<file path="src/rtl/arb_pkg.sv">
package arb_pkg;
  typedef enum logic [1:0] {
    KIND_SINGLE = 2'd0,
    KIND_FIXED  = 2'd1,
    KIND_OPEN   = 2'd2,
    KIND_RSVD   = 2'd3
  } xfer_kind_e;
endpackage

</file>
<file path="src/rtl/rr_picker.sv">
module rr_picker #(
  parameter int N_MST = 4,
  parameter int IDX_W = 2
) (
  input  logic [N_MST-1:0] req,
  input  logic [IDX_W-1:0] start,
  output logic             found,
  output logic [IDX_W-1:0] idx
);
  // Search in rotating order beginning at 'start'; first hit wins.
  always_comb begin
    found = 1'b0;
    idx   = '0;
    for (int k = 0; k < N_MST; k++) begin
      int c;
      c = int'(start) + k;
      if (c >= N_MST) c = c - N_MST;
      if (!found && req[c]) begin
        found = 1'b1;
        idx   = IDX_W'(c);
      end
    end
  end
endmodule

</file>
<file path="src/rtl/beat_tracker.sv">
module beat_tracker
  import arb_pkg::*;
#(
  parameter int LEN_W     = 8,
  parameter int OPEN_SPAN = 4
) (
  input  logic       clk,
  input  logic       rst,
  input  logic       load,
  input  xfer_kind_e kind_in,
  input  logic [LEN_W-1:0] len_in,
  input  logic       active,
  input  logic       beat_ok,
  output logic       last_beat
);
  localparam int SPAN_W = (OPEN_SPAN > 1) ? $clog2(OPEN_SPAN) : 1;

  xfer_kind_e       kind_q;
  logic [LEN_W-1:0] len_q;
  logic [LEN_W-1:0] cnt_q;
  logic [LEN_W:0]   cnt_next;

  assign cnt_next = {1'b0, cnt_q} + (LEN_W+1)'(1);

  always_comb begin
    last_beat = 1'b0;
    if (active && beat_ok) begin
      case (kind_q)
        KIND_FIXED: last_beat = (cnt_next >= {1'b0, len_q});
        KIND_OPEN:  last_beat = (cnt_q[SPAN_W-1:0] == {SPAN_W{1'b1}});
        default:    last_beat = 1'b1;
      endcase
    end
  end

  always_ff @(posedge clk) begin
    if (rst) begin
      kind_q <= KIND_SINGLE;
      len_q  <= '0;
      cnt_q  <= '0;
    end else if (load) begin
      kind_q <= kind_in;
      len_q  <= len_in;
      cnt_q  <= '0;
    end else if (active && beat_ok) begin
      cnt_q <= cnt_next[LEN_W-1:0];
    end
  end

  // a new transfer always starts counting from zero
  assert_cnt_clear_R6: assert property (@(posedge clk) disable iff (rst)
    load |=> (cnt_q == '0));

  // only accepted beats move the count
  assert_cnt_hold_R7: assert property (@(posedge clk) disable iff (rst)
    (!load && !beat_ok) |=> $stable(cnt_q));
endmodule

</file>
<file path="src/rtl/burst_rr_arbiter.sv">
module burst_rr_arbiter
  import arb_pkg::*;
#(
  parameter int N_MST     = 4,
  parameter int LEN_W     = 8,
  parameter int OPEN_SPAN = 4,
  parameter int IDX_W     = (N_MST > 1) ? $clog2(N_MST) : 1
) (
  input  logic                   clk,
  input  logic                   rst,
  input  logic [N_MST-1:0]       req,
  input  logic [2*N_MST-1:0]     xfer_kind,
  input  logic [N_MST*LEN_W-1:0] xfer_len,
  input  logic                   beat_ok,
  input  logic                   ovr_req,
  input  logic [IDX_W-1:0]       ovr_idx,
  output logic [N_MST-1:0]       gnt,
  output logic                   gnt_valid
);
  xfer_kind_e       kind_arr [N_MST];
  logic [LEN_W-1:0] len_arr  [N_MST];

  for (genvar g = 0; g < N_MST; g++) begin : g_unpack
    assign kind_arr[g] = xfer_kind_e'(xfer_kind[2*g +: 2]);
    assign len_arr[g]  = xfer_len[g*LEN_W +: LEN_W];
  end

  logic [N_MST-1:0] gnt_q;
  logic             gnt_valid_q;
  logic [IDX_W-1:0] owner_q;
  logic [IDX_W-1:0] start_q;

  logic             pick_found;
  logic [IDX_W-1:0] pick_idx;
  logic             last_beat;
  logic             owner_drop;
  logic             arb_pt;
  logic             ovr_hit;
  logic             any_win;
  logic [IDX_W-1:0] chosen;
  logic [IDX_W-1:0] chosen_next;
  logic             load;

  rr_picker #(.N_MST(N_MST), .IDX_W(IDX_W)) i_picker (
    .req   (req),
    .start (start_q),
    .found (pick_found),
    .idx   (pick_idx)
  );

  assign owner_drop = gnt_valid_q && !req[owner_q];
  assign arb_pt     = !gnt_valid_q || owner_drop || last_beat;
  assign ovr_hit    = ovr_req && (int'(ovr_idx) < N_MST) && req[ovr_idx];
  assign chosen     = ovr_hit ? ovr_idx : pick_idx;
  assign any_win    = ovr_hit || pick_found;
  assign load       = arb_pt && any_win;
  assign chosen_next = (int'(chosen) == N_MST - 1) ? '0 : chosen + IDX_W'(1);

  beat_tracker #(.LEN_W(LEN_W), .OPEN_SPAN(OPEN_SPAN)) i_tracker (
    .clk       (clk),
    .rst       (rst),
    .load      (load),
    .kind_in   (kind_arr[chosen]),
    .len_in    (len_arr[chosen]),
    .active    (gnt_valid_q),
    .beat_ok   (beat_ok),
    .last_beat (last_beat)
  );

  always_ff @(posedge clk) begin
    if (rst) begin
      gnt_q       <= '0;
      gnt_valid_q <= 1'b0;
      owner_q     <= '0;
      start_q     <= '0;
    end else if (arb_pt) begin
      if (any_win) begin
        gnt_q       <= N_MST'(1) << chosen;
        gnt_valid_q <= 1'b1;
        owner_q     <= chosen;
        start_q     <= chosen_next;
      end else begin
        gnt_q       <= '0;
        gnt_valid_q <= 1'b0;
      end
    end
  end

  assign gnt       = gnt_q;
  assign gnt_valid = gnt_valid_q;

  assert_reset_idle_R1: assert property (@(posedge clk)
    rst |=> (gnt_q == '0 && !gnt_valid_q));

  assert_hold_grant_R4: assert property (@(posedge clk) disable iff (rst)
    (gnt_valid_q && req[owner_q] && !last_beat) |=> $stable(gnt_q));

  assert_idle_drop_R9: assert property (@(posedge clk) disable iff (rst)
    ((!gnt_valid_q || last_beat) && req == '0) |=> !gnt_valid_q);

  assert_override_R10: assert property (@(posedge clk) disable iff (rst)
    ((!gnt_valid_q || last_beat) && ovr_req && (int'(ovr_idx) < N_MST) && req[ovr_idx])
      |=> gnt_q[$past(ovr_idx)]);

  assert_onehot_R11: assert property (@(posedge clk) disable iff (rst)
    $onehot0(gnt_q) && (gnt_valid_q == (gnt_q != '0)));
endmodule

</file>
<file path="config.mk">
export PLATFORM = sky130hd
export DESIGN_NAME = burst_rr_arbiter
export DESIGN_NICKNAME = d
export VERILOG_FILES = /design/src/rtl/arb_pkg.sv /design/src/rtl/rr_picker.sv /design/src/rtl/beat_tracker.sv /design/src/rtl/burst_rr_arbiter.sv
export SDC_FILE = /design/constraint.sdc
export NUM_CORES = 1
export LEC_CHECK = 0
export BUFFER_PORTS_ARGS = -buffer_cell sky130_fd_sc_hd__buf_2
export CAP_MARGIN = 20
export CORE_UTILIZATION = 56
export CTS_CLUSTER_DIAMETER = 120
export DETAILED_ROUTE_END_ITERATION = 7
export PLACE_DENSITY = 0.94
export SLEW_MARGIN = 20
export SYNTH_ARGS = -nofsm -noshare
export SYNTH_HDL_FRONTEND = slang
export SYNTH_SLANG_ARGS = --single-unit
</file>
<file path="constraint.sdc">
create_clock -name clk -period 5.1 [get_ports clk]
set_input_delay 0.255 -clock clk [delete_from_list [all_inputs] [get_ports clk]]
set_output_delay 0.255 -clock clk [all_outputs]
set_load 0.02 [all_outputs]
</file>
==> results.sh, run 1 <==
export IMPL_status="finished, final reports clean"
export IMPL_finalClockSkew_ps=3.50
export IMPL_nNetsFinal=332
export IMPL_first_pass_iters=4
export IMPL_slew_viol_final=0
export IMPL_hold_class="input pin to register"
export IMPL_slew_headroom_pct=45.1
export IMPL_multi_input_area_um2=1260
export IMPL_rsz0062_at_grt="false"
export IMPL_powerDensity_nw_per_um2=325
export IMPL_fill_cells=249
export IMPL_fmaxAchievable_ghz=0.339
export IMPL_syn_area_um2=1910
export IMPL_peakVddDrop_mv=0.241
export IMPL_yosysWarnings=0
export IMPL_p_total_uw=717
export IMPL_post_cts_buffers=0
export IMPL_yosys_area_top_type="dfxtp_1"
export IMPL_syn_num_nets=283
export IMPL_cp_start_kind="register"
export IMPL_vias_per_cell=5.71
export IMPL_worstSetupEndpointType="register"
export IMPL_arrival_ps=3220
export IMPL_crit_start="i_tracker.cnt_q[0]"
export IMPL_portBuffers=54
export IMPL_finalSetupTns_ps=0
export IMPL_die_h_um=60.3
export IMPL_cts_tree="built"
export IMPL_required_ps=5380
export IMPL_rows=20
export IMPL_vias=1771
export IMPL_globalRouteOverflowTotal=0
export IMPL_tightest_slew_ps=807
export IMPL_fp_coreArea_um2=3130
export IMPL_cp_max_fo=14
export IMPL_avgSynthCellArea_um2=8.74
export IMPL_drc=0
export IMPL_ys_seq_area_share_pct=28.4
export IMPL_routedWlPerCell_um=13.7
export IMPL_cts_clk_slew_worst_paths_ps=140
export IMPL_track_usage_pct=24.0
export IMPL_final_antenna_net_count=0
export IMPL_hold_viol_final=0
export IMPL_hold_start="rst"
export IMPL_p_leak_nw=1.04
export IMPL_drt_total_wl_um=4230
export IMPL_synth_top_area_share_pct=28.4
export IMPL_fin_crit_ps=2950
export IMPL_grt_max_degree=25
export IMPL_seq_area_um2=541
export IMPL_setup_viol=0
export IMPL_cts_repair_resized=0
export IMPL_cts_root_buf="clkbuf_4"
export IMPL_h_tree_depth=1
export IMPL_cts_buffers=3
export IMPL_io_pins=55
export IMPL_place_congestion=0.837
export IMPL_hpwl_um=3310
export IMPL_yosys_top_cells_area="dfxtp_1, mux2i_1, ha_1"
export IMPL_grt_pass1_wl_um=6640
export IMPL_clk_path_buf_depth=2
export IMPL_antenna_found_initial=0
export IMPL_path_class="register to register"
export IMPL_area_delta_synth_final_pct=15.8
export IMPL_clk_latency_ps=330
export IMPL_synth_distinct_cells=45
export IMPL_insertedDiodeCount=0
export IMPL_cts_sinks=27
export IMPL_drt_initial_drc_count=75
export IMPL_synthCells=218
export IMPL_drive_above_1_share_pct=25.2
export IMPL_grt_pass1_vias=1599
export IMPL_fin_crit_sh_pct=57.8
export IMPL_synth_commonest_cells="dfxtp_1, nand2_1, mux2i_1"
export IMPL_die_w_um=60.3
export IMPL_dominantRegCellSynth="dfxtp_1"
export IMPL_die_area_um2=3640
export IMPL_ys_seq_elements=27
export IMPL_holdBufCountCts=0
export IMPL_max_cap_violations=0
export IMPL_initial_core_util_pct=60.9
export IMPL_synth_edff_count=0
export IMPL_async_flop_share_pct=0
export IMPL_reg2reg_from="i_tracker.cnt_q[0]"
[logic make-up (layout without fill, tap and decap cells)]
kind of cell,count (synthesis),count (layout),share of synthesized area (%)
compound gates,46,46,19.0
xor+xnor,13,13,5.98
fa+ha+maj,15,15,9.85
buf+inv,24,72,5.58
flops,27,27,28.4
mux,25,25,14.1
simple gates,68,68,17.1
[stage by stage]
step	worst slack [ps]	util (%)	cell area, µm²	hold WS, ps	cells
2_1_floorplan	2560	-	1910	415	218
3_3_place_gp	2260	69.7	2180	449	306
3_5_place_dp	2180	69.7	2180	459	306
4_1_cts	2150	70.6	2210	235	310
5_1_grt	1850	70.6	2210	241	310
6_report	2150	70.6	2210	235	310
[power breakdown]
part / internal [mW] / switching, mW
Sequential: 0.254 / 0.0375
Clock: 0.0307 / 0.0643
Combinational: 0.150 / 0.180
Total: 0.435 / 0.282
[layout make-up]
class                           instances  share of cell area, %
Clock buffer                            4                   1.19
Inverter                               13                   2.21
Multi-Input combinational cell        167                   57.0
Sequential cell                        27                   24.5
Tap cell                               44                   2.49
Timing Repair Buffer                   55                   12.6
[worst paths after layout]
| path | endpoint | slack [ps] | cells past startpoint |
|---|---|---|---|
| setup / recovery | i_tracker.kind_q[0] | 2150 | 11 |
| hold / removal | gnt_valid | 240 | 2 |
| setup reg to reg | i_tracker.kind_q[0] | 2150 | 11 |
| hold reg to reg | i_tracker.len_q[1] | 490 | 1 |
[state kept, by name, summed over array words and instances, names as in the netlist]
name / flops
owner_q: 2
start_q: 2
gnt: 4
gnt_valid: 1
i_tracker.len_q: 8
i_tracker.kind_q: 2
i_tracker.cnt_q: 8
[worst max-delay path, cell delays in order, from the launching register on]
cell and delay (ps):
dfxtp_1 420, ha_1 260, and3_1 200, nand3_1 120, xnor2_1 160, ha_1 310
nand2_1 60, o21ai_1 110, o21bai_1 150, a41oi_1 200, nor3_2 630, a32o_1 270
[cell usage in the layout, fill, tap and decap left out, drive strengths merged, types with 2 or more instances in the layout]
| cell type | synthesis | routed |
|---|---|---|
| a41oi | 2 | 2 |
| o21ai | 4 | 4 |
| nand2 | 27 | 27 |
| a22o | 4 | 4 |
| nor2b | 2 | 2 |
| xnor2 | 8 | 8 |
| dfxtp | 27 | 27 |
| nor2 | 16 | 16 |
| a21oi | 12 | 12 |
| buf | 10 | 55 |
| ha | 15 | 15 |
| nor3 | 4 | 4 |
| xor2 | 5 | 5 |
| a32o | 10 | 10 |
| a21o | 3 | 3 |
| a311oi | 5 | 5 |
| clkbuf | 1 | 4 |
| nand2b | 4 | 4 |
| nand3 | 7 | 7 |
| mux2i | 23 | 23 |
| inv | 13 | 13 |
| nand4 | 2 | 2 |
[layer usage]
layer,GRT usage [%],share of wire (%),up-vias
met4,6.31,1.2,0
met3,3.20,5.8,6
met1,29.2,45,797
met2,44.0,48,76
met5,0,0,-
li1,-,-,892
(Power assumes the default switching activity.)
==> inputs of run 2 (changes only) <==
CORE_UTILIZATION = 52   (was 56)
PLACE_DENSITY = 0.89   (was 0.94)
clock period = 3 ns   (was 5.1 ns; I/O delays follow)
==> run 2 against run 1 <==
Clock power is 71% higher. Die area increased by 7.4%. Flip-flop and latch count did not move. Combinational power up 77%. Count of clock-buffer cells in the layout is 1 lower. Largest cell class unchanged. Sequential power grew 72%. Worst setup slack got worse by 1900 ps. Critical path depth did not move. Register-to-register slack worse by 1900 ps. Hold slack worse by 100 ps.
==> results.sh, run 2 (same netlist as run 1, synthesis figures left out) <==
export IMPL_slew_headroom_pct=74.1
export IMPL_die_area_um2=3910
export IMPL_io_pins=55
export IMPL_cp_start_kind="register"
export IMPL_p_leak_nw=1.05
export IMPL_nNetsFinal=334
export IMPL_vias=1800
export IMPL_cts_buffers=3
export IMPL_final_common_cell="buf_2"
export IMPL_hold_depth=3
export IMPL_arrival_ps=3070
export IMPL_area_delta_synth_final_pct=18.4
export IMPL_first_pass_iters=4
export IMPL_rows=21
export IMPL_holdBufCountCts=0
export IMPL_finalClockSkew_ps=14.6
export IMPL_drt_total_wl_um=4290
export IMPL_crit_family="compound AO/OA/AOI/OAI gates"
export IMPL_grt_pass1_wl_um=7010
export IMPL_hpwl_um=3210
export IMPL_powerDensity_nw_per_um2=552
export IMPL_drc=0
export IMPL_drive_above_1_share_pct=27.2
export IMPL_track_usage_pct=21.9
export IMPL_required_ps=3280
export IMPL_critPathSlowestCell="dfxtp_1"
export IMPL_grt_max_degree=23
export IMPL_cts_tree="built"
export IMPL_hold_class="input pin to register"
export IMPL_status="finished, final reports clean"
export IMPL_globalRouteOverflowTotal=0
export IMPL_initial_core_util_pct=55.8
export IMPL_worstSetupEndpointType="register"
export IMPL_fmaxAchievable_ghz=0.358
export IMPL_final_cell_mix="buf_2, nand2_1, dfxtp_1, mux2i_1, nor2_1"
export IMPL_peakVddDrop_mv=0.306
export IMPL_routedWlPerCell_um=13.7
export IMPL_setup_viol=0
export IMPL_fin_crit_ps=2790
export IMPL_portBuffers=54
export IMPL_fin_ws_ps=207
export IMPL_slew_viol_final=0
export IMPL_max_cap_violations=0
export IMPL_drt_initial_drc_count=51
export IMPL_slowest_delay_ps=430
export IMPL_antenna_found_initial=0
export IMPL_fp_coreArea_um2=3420
export IMPL_cp_cell_sequence="ha_2 > and3_1 > nand3_1 > xnor2_1 > ha_1 > a21oi_1 > o21ai_1 > o21bai_1 > a41o_2 > a21o_1 > nor2_1"
export IMPL_path_class="register to register"
export IMPL_place_congestion=0.787
export IMPL_cts_root_buf="clkbuf_4"
export IMPL_r2r_cells=11
export IMPL_hold_viol_final=0
export IMPL_path_depth=11
export IMPL_instances_no_fill=314
export IMPL_clk_latency_ps=330
export IMPL_vias_per_cell=5.73
export IMPL_fin_crit_sh_pct=93.1
export IMPL_insertedDiodeCount=0
export IMPL_dpl_cell_count=309
export IMPL_final_antenna_net_count=0
export IMPL_die_w_um=62.5
export IMPL_finalSetupTns_ps=0
export IMPL_grt_pass1_vias=1673
export IMPL_cts_clk_slew_worst_paths_ps=160
export IMPL_cp_max_fo=9
export IMPL_tightest_slew_ps=387
export IMPL_clk_path_buf_depth=2
export IMPL_h_tree_depth=1
export IMPL_cts_sinks=27
export IMPL_pre_cts_slack_ps=36.3
export IMPL_die_h_um=62.5
export IMPL_critPathBufInv=0
[run 2: path summary, 6_finish.rpt]
path / start / to / slack [ps]
worst min-delay path: beat_ok / i_tracker.cnt_q[1] / 140
worst min register to register: gnt[2] / gnt[2] / 490
worst max register to register: i_tracker.cnt_q[0] / i_tracker.cnt_q[0] / 210
worst max-delay path: i_tracker.cnt_q[0] / i_tracker.cnt_q[0] / 210
[run 2: through the flow]
| stage | total power [mW] | cell area, µm² | utilization, % | hold slack (ps) |
|---|---|---|---|---|
| after floorplan | 0.932 | 1910 | - | 310 |
| after global placement | 1.04 | 2190 | 64.1 | 449 |
| after detailed placement | 1.06 | 2190 | 64.1 | 454 |
| after CTS | 1.22 | 2220 | 65.1 | 119 |
| after global routing | 1.33 | 2260 | 66.0 | 142 |
| final | 1.25 | 2260 | 66.0 | 135 |
[run 2: metal layers]
| metal | GRT usage (%) | share of wire, % | vias to the layer above |
|---|---|---|---|
| met5 | 0 | 0 | - |
| met2 | 38.5 | 49 | 78 |
| li1 | - | - | 896 |
| met3 | 4.38 | 6.4 | 6 |
| met4 | 4.94 | 0.84 | 0 |
| met1 | 27.3 | 44 | 820 |
[run 2: layout make-up]
class,instances,area [µm²]
sequential,27,541
fill,286,1160
inverter,13,48.8
tap,46,57.6
clock inverter,1,5.00
clock buffer,3,22.5
multi-input combinational,167,1280
timing repair buffer,57,305
[run 2: tightest hold or removal path: stages]
cell     delay [ps]
buf_2           150
nand3_1          90
a21oi_1          60
[run 2: repair_timing]
item	in CTS	in global routing
endpoints found under the setup margin	14	23
resized for setup	1	3
gates cloned	0	0
pin swaps	0	3
buffers inserted	0	1
[run 2: power breakdown]
group | total (mW) | internal (mW) | switching [mW]
logic | 0.584 | 0.272 | 0.312
clock network | 0.162 | 0.0501 | 0.112
registers | 0.501 | 0.433 | 0.0680
total | 1.25 | 0.755 | 0.491
==> inputs of run 3 (changes only) <==
CELL_PAD_IN_SITES_DETAIL_PLACEMENT = 2   (was not set)
CELL_PAD_IN_SITES_GLOBAL_PLACEMENT = 2   (was not set)
CORE_MARGIN = 4   (was not set)
CORE_UTILIZATION = 30   (was 52)
PLACE_DENSITY = 0.88   (was 0.89)
SLEW_MARGIN = 25   (was 20)
==> run 3 against run 2 <==
Design area rose by 5.0%. Maximum frequency is 2.4% lower. Critical path depth is the same. Sequential share of layout area down 0.94 points. Power increased by 12%. Sequential power about the same. Largest cell class unchanged. Clock skew down 13 ps. Largest power group unchanged. Highest routed layer unchanged. Hold slack better by 97 ps.
==> results.sh, run 3 (same netlist as run 1, synthesis figures left out) <==
export IMPL_grt_pass1_vias=2096
export IMPL_grt_pass1_wl_um=11000
export IMPL_use_met3_pct=1.98
export IMPL_hold_viol_final=0
export IMPL_cts_clk_slew_worst_paths_ps=100
export IMPL_die_area_um2=7690
export IMPL_cp_max_fo=10
export IMPL_final_antenna_net_count=0
export IMPL_powerDensity_nw_per_um2=589
export IMPL_insertedDiodeCount=0
export IMPL_fmaxAchievable_ghz=0.350
export IMPL_fill_cells=713
export IMPL_slew_viol_final=0
export IMPL_final_cell_mix="buf_2, nand2_1, dfxtp_1, mux2i_1, nor2_1"
export IMPL_routedWlPerCell_um=19.7
export IMPL_fin_ws_ps=139
export IMPL_cp_cell_sequence="ha_4 > and3_1 > nand3_1 > xnor2_1 > ha_1 > a21oi_2 > o21ai_1 > o21bai_2 > a41o_4 > a21o_2 > a21oi_1"
export IMPL_first_pass_iters=4
export IMPL_clk_path_buf_depth=2
export IMPL_die_h_um=87.7
export IMPL_globalRouteOverflowTotal=0
export IMPL_cts_tree="built"
export IMPL_cts_root_buf="clkbuf_8"
export IMPL_antenna_found_initial=0
export IMPL_status="finished, final reports clean"
export IMPL_path_class="register to register"
export IMPL_instances_no_fill=346
export IMPL_p_leak_nw=1.08
export IMPL_hold_class="input pin to register"
export IMPL_fin_crit_sh_pct=95.4
export IMPL_dpl_cell_count=339
export IMPL_clk_latency_ps=280
export IMPL_pre_cts_slack_ps=-214
export IMPL_arrival_ps=3060
export IMPL_slew_headroom_pct=67.6
export IMPL_vias=1870
export IMPL_nNetsFinal=337
export IMPL_drive_above_1_share_pct=29.9
export IMPL_fp_coreArea_um2=6030
export IMPL_hpwl_um=4820
export IMPL_critPathSlowestCell="dfxtp_4"
export IMPL_cts_buffers=3
export IMPL_critPathBufInv=0
export IMPL_drt_total_wl_um=6800
export IMPL_rows=28
export IMPL_vias_per_cell=5.40
export IMPL_portBuffers=54
export IMPL_h_tree_depth=1
export IMPL_grtUsageMet1_pct=22.0
export IMPL_peakVddDrop_mv=0.230
export IMPL_rsz0062_at_grt="false"
export IMPL_io_pins=55
export IMPL_place_congestion=0.775
export IMPL_crit_family="compound AO/OA/AOI/OAI gates"
export IMPL_grt_busiest_layer="met2"
export IMPL_finalSetupTns_ps=0
export IMPL_setup_viol=0
export IMPL_tightest_slew_ps=486
export IMPL_slowest_delay_ps=400
export IMPL_area_delta_synth_final_pct=24.4
export IMPL_die_w_um=87.7
export IMPL_finalClockSkew_ps=1.62
export IMPL_initial_core_util_pct=31.6
export IMPL_grtUsageMet2_pct=33.2
export IMPL_holdBufCountCts=0
export IMPL_drt_initial_drc_count=109
export IMPL_track_usage_pct=18.0
export IMPL_fin_crit_ps=2860
export IMPL_max_cap_violations=0
export IMPL_cp_start_kind="register"
export IMPL_final_common_cell="buf_2"
export IMPL_drc=0
export IMPL_required_ps=3200
export IMPL_cts_sinks=27
export IMPL_grt_max_degree=24
export IMPL_worstSetupEndpointType="register"
-- run 3: stage by stage --
| step | hold WS [ps] | power [mW] | utilization, % | area (µm²) |
|---|---|---|---|---|
| final | 232 | 1.40 | 39.3 | 2370 |
| after global routing | 251 | 1.49 | 39.3 | 2370 |
| after CTS | 212 | 1.36 | 38.5 | 2320 |
| after detailed placement | 461 | 1.11 | 37.1 | 2230 |
| after global placement | 449 | 1.06 | 37.1 | 2230 |
| after floorplan | 310 | 0.932 | - | 1910 |
-- run 3: tightest hold or removal path: stages --
cell and delay [ps]:
buf_2 70, mux2i_1 50, nand2_1 60, a32o_1 150
-- run 3: worst paths after layout --
| check | startpoint | end | slack (ps) | depth (start not counted) |
|---|---|---|---|---|
| worst min-delay path | xfer_len[22] | i_tracker.len_q[6] | 230 | 4 |
| worst max-delay path | i_tracker.cnt_q[0] | i_tracker.cnt_q[1] | 140 | 11 |
| worst max register to register | i_tracker.cnt_q[0] | i_tracker.cnt_q[1] | 140 | 11 |
| worst min register to register | i_tracker.len_q[3] | i_tracker.len_q[3] | 480 | 1 |
-- run 3: timing repair --
action / 4_1_cts / 5_1_grt
buffers inserted: 1 / 1
cloned: 0 / 1
resized for setup: 5 / 8
pin swaps: 2 / 3
endpoints found under the setup margin: 23 / 26
-- run 3: layout make-up --
cell class	instances	area [µm²]	area share, %
multi-input cells	168	1320	55.5
flip-flops and latches	27	546	23.0
clock buffers	4	45.0	1.90
inverters	13	48.8	2.06
well taps	75	93.8	3.96
repair buffers	59	320	13.5
-- run 3: report_power, final --
| group | internal (mW) | switching (mW) |
|---|---|---|
| sequential | 0.432 | 0.0695 |
| clock | 0.0955 | 0.123 |
| combinational | 0.290 | 0.385 |
-- run 3: per-layer routing --
layer	up-vias	share of wire, %
met5	-	0
met4	0	1.7
met3	10	3.6
met2	47	52
met1	917	43
li1	896	-
